## config.mk

```make
export PLATFORM = sky130hd
export DESIGN_NAME = err_irq_ctrl
export DESIGN_NICKNAME = d
export VERILOG_FILES = /design/src/rtl/err_pkg.sv /design/src/rtl/err_fifo.sv /design/src/rtl/err_detect.sv /design/src/rtl/err_regs.sv /design/src/rtl/err_irq_ctrl.sv
export SDC_FILE = /design/constraint.sdc
export NUM_CORES = 2
export LEC_CHECK = 0
export BUFFER_PORTS_ARGS = -buffer_cell sky130_fd_sc_hd__buf_2
export CAP_MARGIN = 20
export CORE_AREA = 2 2 347 693
export CTS_BUF_LIST = sky130_fd_sc_hd__clkbuf_4 sky130_fd_sc_hd__clkbuf_8
export DETAILED_ROUTE_END_ITERATION = 7
export DIE_AREA = 0 0 349 695
export GPL_TIMING_DRIVEN = 0
export PLACE_DENSITY = 0.86
export SLEW_MARGIN = 5
export SYNTH_ARGS = -nofsm -noshare
export SYNTH_HDL_FRONTEND = slang
export SYNTH_SLANG_ARGS = --single-unit
```

## constraint.sdc

```tcl
create_clock -name clk -period 9.21 [get_ports clk]
set_clock_uncertainty 0.15 [all_clocks]
set_input_delay 0.4605 -clock clk [delete_from_list [all_inputs] [get_ports clk]]
set_output_delay 0.4605 -clock clk [all_outputs]
set_load 0.005 [all_outputs]
```

## src/rtl/err_pkg.sv

```systemverilog
package err_pkg;
  localparam int REG_W = 64;

  // LSB-0 positions of the implemented error flags
  localparam int B_ICV   = 14;
  localparam int B_INT   = 12;
  localparam int B_EARLY = 11;
  localparam int B_KEY   = 9;
  localparam int B_SIZE  = 8;
  localparam int B_MODE  = 7;
  localparam int B_IOVF  = 2;
  localparam int B_OUFL  = 1;

  localparam logic [REG_W-1:0] IMPL_BITS =
      (64'd1 << B_ICV) | (64'd1 << B_INT) | (64'd1 << B_EARLY) |
      (64'd1 << B_KEY) | (64'd1 << B_SIZE) | (64'd1 << B_MODE) |
      (64'd1 << B_IOVF) | (64'd1 << B_OUFL);

  typedef enum logic {SEL_STATUS = 1'b0, SEL_MASK = 1'b1} reg_sel_e;
endpackage

```

## src/rtl/err_fifo.sv

```systemverilog
module err_fifo #(
  parameter int W     = 8,
  parameter int DEPTH = 256
) (
  input  logic         clk,
  input  logic         rst_n,
  input  logic         push,
  input  logic [W-1:0] wdata,
  input  logic         pop,
  output logic [W-1:0] rdata,
  output logic         not_full,
  output logic         not_empty,
  output logic         overflow,
  output logic         underflow
);
  localparam int AW = (DEPTH > 1) ? $clog2(DEPTH) : 1;
  localparam int CW = $clog2(DEPTH + 1);
  localparam logic [CW-1:0] FULL_CNT = CW'(DEPTH);
  localparam logic [AW-1:0] LAST     = AW'(DEPTH - 1);

  logic [W-1:0]  mem [DEPTH];
  logic [AW-1:0] wptr, rptr;
  logic [CW-1:0] cnt;
  logic full, empty, do_push, do_pop;

  assign full      = (cnt == FULL_CNT);
  assign empty     = (cnt == '0);
  assign not_full  = !full;
  assign not_empty = !empty;
  assign do_pop    = pop && !empty;
  assign do_push   = push && (!full || pop);
  assign overflow  = push && full && !pop;
  assign underflow = pop && empty;
  assign rdata     = mem[rptr];

  always_ff @(posedge clk) begin
    if (do_push) mem[wptr] <= wdata;
  end

  always_ff @(posedge clk) begin
    if (!rst_n) begin
      wptr <= '0;
      rptr <= '0;
      cnt  <= '0;
    end else begin
      if (do_push) wptr <= (wptr == LAST) ? '0 : wptr + 1'b1;
      if (do_pop)  rptr <= (rptr == LAST) ? '0 : rptr + 1'b1;
      case ({do_push, do_pop})
        2'b10:   cnt <= cnt + 1'b1;
        2'b01:   cnt <= cnt - 1'b1;
        default: cnt <= cnt;
      endcase
    end
  end


  fifo_bound_chk: assert property (@(posedge clk) disable iff (!rst_n)
    cnt <= FULL_CNT);


  no_underflow_chk: assert property (@(posedge clk) disable iff (!rst_n)
    (pop && empty && !push) |=> (cnt == '0));
endmodule

```

## src/rtl/err_detect.sv

```systemverilog
module err_detect
  import err_pkg::*;
#(
  parameter int ICV_W = 32
) (
  input  logic             busy,
  input  logic             iv_read,
  input  logic             icv_check,
  input  logic [ICV_W-1:0] icv_given,
  input  logic [ICV_W-1:0] icv_calc,
  input  logic             int_fault,
  input  logic             key_fault,
  input  logic             size_fault,
  input  logic             mode_fault,
  input  logic             in_ovf,
  input  logic             out_unf,
  output logic [REG_W-1:0] events
);
  always_comb begin
    events          = '0;
    events[B_ICV]   = icv_check && (icv_given != icv_calc);
    events[B_INT]   = int_fault;
    events[B_EARLY] = iv_read && busy;
    events[B_KEY]   = key_fault;
    events[B_SIZE]  = size_fault;
    events[B_MODE]  = mode_fault;
    events[B_IOVF]  = in_ovf;
    events[B_OUFL]  = out_unf;
  end
endmodule

```

## src/rtl/err_regs.sv

```systemverilog
module err_regs
  import err_pkg::*;
(
  input  logic             clk,
  input  logic             rst_n,
  input  logic [REG_W-1:0] events,
  input  logic             reg_wr,
  input  logic             reg_sel,
  input  logic [REG_W-1:0] reg_wdata,
  output logic [REG_W-1:0] reg_rdata,
  output logic             any_err
);
  logic [REG_W-1:0] status, mask, clr, setv;

  assign clr  = (reg_wr && reg_sel == SEL_STATUS) ? (reg_wdata & IMPL_BITS) : '0;
  assign setv = events & ~mask & IMPL_BITS;

  always_ff @(posedge clk) begin
    if (!rst_n) begin
      status <= '0;
      mask   <= '0;
    end else begin
      status <= (status & ~clr) | setv;
      if (reg_wr && reg_sel == SEL_MASK) mask <= reg_wdata & IMPL_BITS;
    end
  end

  assign reg_rdata = (reg_sel == SEL_MASK) ? mask : status;
  assign any_err   = |status;


  unmasked_set_chk: assert property (@(posedge clk) disable iff (!rst_n)
    ((events & ~mask & IMPL_BITS) != '0) |=>
      ((status & $past(events & ~mask & IMPL_BITS)) == $past(events & ~mask & IMPL_BITS)));


  masked_quiet_chk: assert property (@(posedge clk) disable iff (!rst_n)
    1'b1 |=> ((status & ~$past(status) & $past(mask)) == '0));


  sticky_chk: assert property (@(posedge clk) disable iff (!rst_n)
    1'b1 |=> ((~status & $past(status) & ~$past(reg_wr && reg_sel == SEL_STATUS ? reg_wdata : '0)) == '0));


  reserved_zero_chk: assert property (@(posedge clk) disable iff (!rst_n)
    ((status | mask) & ~IMPL_BITS) == '0);
endmodule

```

## src/rtl/err_irq_ctrl.sv

```systemverilog
module err_irq_ctrl
  import err_pkg::*;
#(
  parameter int DW    = 8,
  parameter int DEPTH = 256,
  parameter int ICV_W = 32
) (
  input  logic             clk,
  input  logic             rst_n,
  input  logic             in_valid,
  output logic             in_ready,
  input  logic [DW-1:0]    in_data,
  input  logic             core_pop,
  output logic             core_avail,
  output logic [DW-1:0]    core_data,
  input  logic             core_push,
  output logic             core_room,
  input  logic [DW-1:0]    core_wdata,
  output logic             out_valid,
  input  logic             out_ready,
  output logic [DW-1:0]    out_data,
  input  logic             busy,
  input  logic             iv_read,
  input  logic             icv_check,
  input  logic [ICV_W-1:0] icv_given,
  input  logic [ICV_W-1:0] icv_calc,
  input  logic             int_fault,
  input  logic             key_fault,
  input  logic             size_fault,
  input  logic             mode_fault,
  input  logic             reg_wr,
  input  logic             reg_sel,
  input  logic [REG_W-1:0] reg_wdata,
  output logic [REG_W-1:0] reg_rdata,
  output logic             irq,
  output logic             halt
);
  logic in_ovf, in_unf_unused, out_ovf_unused, out_unf, any_err;
  logic [REG_W-1:0] events;

  err_fifo #(.W(DW), .DEPTH(DEPTH)) u_in_fifo (
    .clk(clk), .rst_n(rst_n),
    .push(in_valid), .wdata(in_data),
    .pop(core_pop), .rdata(core_data),
    .not_full(in_ready), .not_empty(core_avail),
    .overflow(in_ovf), .underflow(in_unf_unused)
  );

  err_fifo #(.W(DW), .DEPTH(DEPTH)) u_out_fifo (
    .clk(clk), .rst_n(rst_n),
    .push(core_push), .wdata(core_wdata),
    .pop(out_ready), .rdata(out_data),
    .not_full(core_room), .not_empty(out_valid),
    .overflow(out_ovf_unused), .underflow(out_unf)
  );

  err_detect #(.ICV_W(ICV_W)) u_detect (
    .busy(busy), .iv_read(iv_read),
    .icv_check(icv_check), .icv_given(icv_given), .icv_calc(icv_calc),
    .int_fault(int_fault), .key_fault(key_fault),
    .size_fault(size_fault), .mode_fault(mode_fault),
    .in_ovf(in_ovf), .out_unf(out_unf),
    .events(events)
  );

  err_regs u_regs (
    .clk(clk), .rst_n(rst_n), .events(events),
    .reg_wr(reg_wr), .reg_sel(reg_sel), .reg_wdata(reg_wdata),
    .reg_rdata(reg_rdata), .any_err(any_err)
  );

  assign irq  = any_err;
  assign halt = any_err;


  halt_hold_chk: assert property (@(posedge clk) disable iff (!rst_n)
    (halt && !reg_wr) |=> halt);
endmodule

```

==> results of run 1 <==
cells by family after synthesis:
family	Yosys count	share of synthesized area, %
flip-flops	4178	76.4
other	1	0.00230
AND/OR/NAND/NOR	1098	2.99
AO/OA/AOI/OAI	953	4.16
buffers and inverters	579	1.97
multiplexers	1222	14.0
XOR/XNOR	65	0.349
adder cells (fa/ha/maj)	16	0.123
cell usage after synthesis (6+ instances only):
library cell,number
o32ai_1,15
or3_1,15
o221ai_1,86
or4_1,9
mux2i_1,360
nor2_1,593
and3_1,13
or2_2,8
o22ai_1,100
xnor2_1,50
mux2_2,21
a211o_1,7
and2_1,28
dfxtp_1,82
nand4_1,14
edfxtp_1,4096
a41oi_1,8
buf_8,7
xor2_1,15
o31ai_1,10
nand2b_1,30
buf_4,118
nand3_1,53
clkbuf_1,244
nor4_1,22
inv_1,26
buf_6,50
a221oi_1,70
nor2b_1,59
a22o_1,65
a21boi_0,18
o211ai_1,6
nor3_1,84
a2111oi_0,13
mux4_1,6
buf_1,20
buf_2,111
o21ai_0,48
mux4_2,835
ha_1,16
a31oi_1,30
a211oi_1,32
nand2_1,154
a22oi_1,219
a21oi_1,187
layer usage:
layer / track usage, % / overflow
met5: 2.08 / 0
met4: 64.0 / 20
met3: 26.2 / 0
met2: 82.3 / 11
met1: 51.7 / 0
per-stage QoR:
step                utilization (%)  std cells
global placement               70.8      11400
floorplan                         -       8167
detailed placement             71.4      11400
CTS                            76.1      12400
==> flow_summary.ini, run 1 <==
[synth]
yosysSeqAreaShare_pct = 76.4
synth_top_area_share_pct = 75.4
synth-seq-cells = 4178
synth_area_leaders = edfxtp_1, mux4_2, mux2i_1
ys.flop_type = edfxtp_1
synth.avg_cell_area_um2 = 20.1
synth_edf_count = 4096
async_flop_share_pct = 0
syn_area_um2 = 163000
yosys.area.top_type = edfxtp_1
ys.warnings.count = 0
postSynthCellCount = 8112
synth_cell_types = 68

[global_routing]
grt_pass1_vias = 102000
track_usage_pct = 55.4
grt_first_pass_wirelength_um = 883000
grt-ovfl-total = 31
grt_max_degree = 157

[die]
initial_core_util_pct = 68.8
rows = 253
die_w_um = 349
chipHeight_um = 695
io_pins = 245

[placed_design]
hpwl_um = 426000
portBuffers = 129
post-place-ws_ns = 2.42
routabilityCongestion = 1.12
dpl-instance-area_um2 = 169000

[clock_network]
htreeDepth = 6
cts_root_buffer = clkbuf_8
cts_made_buffers = 552
cts_resized = 0
postCtsSetupRepairBufs = 0
cts_num_sinks = 4178
hold_buffers = 45
cts_buffer_depth = 4

[outcome]
status = aborted with a tool error
error_line = [ERROR GRT-0116] Global routing finished with congestion. Check the congestion regions in the DRC Viewer.
haltStage = 5_1_grt
==> inputs of run 2 (changes only) <==
--- a/config.mk
+++ b/config.mk
@@ -7,12 +7,11 @@
 export LEC_CHECK = 0
 export BUFFER_PORTS_ARGS = -buffer_cell sky130_fd_sc_hd__buf_2
 export CAP_MARGIN = 20
-export CORE_AREA = 2 2 347 693
-export CTS_BUF_LIST = sky130_fd_sc_hd__clkbuf_4 sky130_fd_sc_hd__clkbuf_8
+export CORE_AREA = 2 2 642 644
 export DETAILED_ROUTE_END_ITERATION = 7
-export DIE_AREA = 0 0 349 695
+export DIE_AREA = 0 0 644 646
 export GPL_TIMING_DRIVEN = 0
-export PLACE_DENSITY = 0.86
+export PLACE_DENSITY_LB_ADDON = 0.15
 export SLEW_MARGIN = 5
 export SYNTH_ARGS = -nofsm -noshare
 export SYNTH_HDL_FRONTEND = slang
==> flow_summary.ini, run 2 <==
[outcome]
status = finished clean

[synth]
postSynthCellCount = 8112
synth.avg_cell_area_um2 = 20.1
yosys.area.top_type = edfxtp_1
synth-seq-cells = 4178
synth_edf_count = 4096
synth_top_area_share_pct = 75.4
synth_cell_types = 68
synthTopCellsByCount = edfxtp_1, mux4_2, nor2_1
ys.warnings.count = 0
synth.most_common_cell = edfxtp_1
ys.flop_type = edfxtp_1
async_flop_share_pct = 0
synth_area_leaders = edfxtp_1, mux4_2, mux2i_1
yosysSeqAreaShare_pct = 76.4
syn_area_um2 = 163000

[placed_design]
routabilityCongestion = 0.918
hpwl_um = 374000
portBuffers = 129

[hold_path]
hp-class = input port to flip-flop

[final_layout]
mostFrequentLayoutCell = edfxtp_1
fin_util_pct = 45.8
drive_gt1_share_pct = 22.2
largestRegisters = u_in_fifo.mem x2048, u_out_fifo.mem x2048
fillCellCount = 34600
nets = 9030
syn2layout_area_growth_pct = 14.7
mostFrequentLayoutCells = edfxtp_1, mux4_2, nor2_1

[pwr]
p_int_mw = 34.2
seqPwrFrac_pct = 44.4
combPwrFrac_pct = 18.0
swShare_pct = 27.7
p_switching_mw = 13.1
leakage_nw = 57.1
ir_worst_vdd_uv = 204
powerDensity_nw_per_um2 = 253
clockPowerShare_pct = 37.6

[clock_network]
postCtsSetupRepairBufs = 0
cts_made_buffers = 439
cts.clk_slew.worst_paths_ns = 0.06
htreeDepth = 5
cts_buffer_depth = 4
clk_latency_ns = 1.01
cts_root_buffer = clkbuf_16
cts_tree = done
cts_num_sinks = 4178

[sta]
fmax_mhz = 124
relSlewSlack_pct = 9.92
period_minus_slack_ns = 8.08
timing.hold.ws_ns = 0.109
finalSetupViolCount = 0
rsz0062_at_grt = false
worstMarginPinSlew_ns = 1.35
period_share_pct = 87.8
drv_slew = 0
hold_violations = 0
finalSetupTns_ns = 0

[drt]
drtIter0Drc = 12200
firstDrtPassIters = 5
viasPerCell = 6.02
num_vias = 88400
ant_nets = 0
routed_wl_um = 563000
avgRoutedWirePerCell_um = 38.3
drc = 0

[die]
die-area_um2 = 416000
initial_core_util_pct = 39.9
rows = 235
core_um2 = 409000
die_w_um = 644
chipHeight_um = 646
io_pins = 245

[critical_path]
arrival_ns = 7.47
crit_required_ns = 8.60
crit_buf_inv = 7
path_cells = clkbuf_1 > buf_6 > clkbuf_1 > nor2b_1 > clkbuf_1 > clkbuf_1 > a221oi_1 > o22ai_1 > o31ai_1 > buf_4 > nor3_1 > buf_2
crit_type = flip-flop to primary output
worstSetupStartpointType = flip-flop
path_max_fanout = 10
crit_top_cell = clkbuf_1
slowest_stage = clkbuf_1
path_delay_family = buffers and inverters
cpPeakStageDelay_ns = 0.95
cp-end-kind = primary output

[global_routing]
grt_max_degree = 141
grt_pass1_vias = 87100
grt_first_pass_wirelength_um = 751000
grt_antenna_before_repair = 30
grt-ovfl-total = 0
track_usage_pct = 26.5

[flow_run]
maxCapViolCount = 0
run 2: cell counts after synthesis:
No cell type changed its count.
run 2: worst reg2reg max path, delay by kind of cell (launching register included):
kind / cells / cell delay, ns
AND/OR/NAND/NOR: 5 / 2.57
flip-flops: 1 / 0.31
AO/OA/AOI/OAI: 1 / 0.38
buffers and inverters: 3 / 1.27
run 2: routing by layer:
metal  up-vias  track usage, %  wire (um)  part of all wire (%)
met5         -               0         40                0.0071
met4         6            12.9      31300                   5.6
met3       997            4.61      45600                   8.1
met2      4525            43.6     270000                    48
met1     47800            34.3     215000                    38
li1      35100               -          -                     -
run 2: through the flow:
stage	setup WS (ns)	instance area, um2	total power [mW]	instances
2_1_floorplan	5.31	163000	25.9	8167
3_3_place_gp	1.86	171000	29.8	13700
3_5_place_dp	2.46	172000	29.9	13800
4_1_cts	1.36	187000	47.4	14700
5_1_grt	1.42	187000	48.3	14700
6_report	1.13	187000	47.3	14700
run 2: cell type report:
type	instances	area, um2	share of cell area (%)
diodes	12	30.0	0.0161
inverters	29	109	0.0582
flip-flops and latches	4178	125000	66.6
well taps	5451	6820	3.65
repair buffers	247	2560	1.37
multi-input cells	3410	35400	19.0
clock buffers	522	11600	6.19
plain buffers	550	3160	1.69
clock inverters	289	2720	1.45
run 2: repair_timing:
item,in CTS,in global routing
resized for setup,0,0
hold buffers,45,0
hold endpoints to repair,1363,0
endpoints found under the setup margin,0,0
run 2: logic make-up (layout without fill, tap and decap cells):
| family | after synthesis | in the layout | share of synthesized area, % |
|---|---|---|---|
| flops | 4178 | 4178 | 76.4 |
| simple gates | 1098 | 1098 | 2.99 |
| xor+xnor | 65 | 65 | 0.349 |
| buf+inv | 579 | 1637 | 1.97 |
| other cells | 1 | 68 | 0.00230 |
| compound gates | 953 | 953 | 4.16 |
| mux | 1222 | 1222 | 14.0 |
| fa+ha+maj | 16 | 16 | 0.123 |
run 2: worst paths after layout:
path	start	to	slack, ns	cells past startpoint
max	flip-flop	core_data[2]	1.13	12
min	rst_n	flip-flop	0.11	3
max reg2reg	u_out_fifo.cnt[1]	u_out_fifo.mem[114][2]	4.15	9
min reg2reg	u_regs.mask[2]	u_regs.mask[2]	0.34	2
run 2: power by group through the flow:
stage	Clock [mW]	Sequential, mW	Combinational, mW
after global placement	0	21.5	8.35
after global routing	18.6	21.0	8.68
after floorplan	0	21.4	4.51
after detailed placement	0	21.4	8.48
final	17.8	21.0	8.51
after CTS	17.9	21.0	8.51
Power figures use the tool's default switching activity.
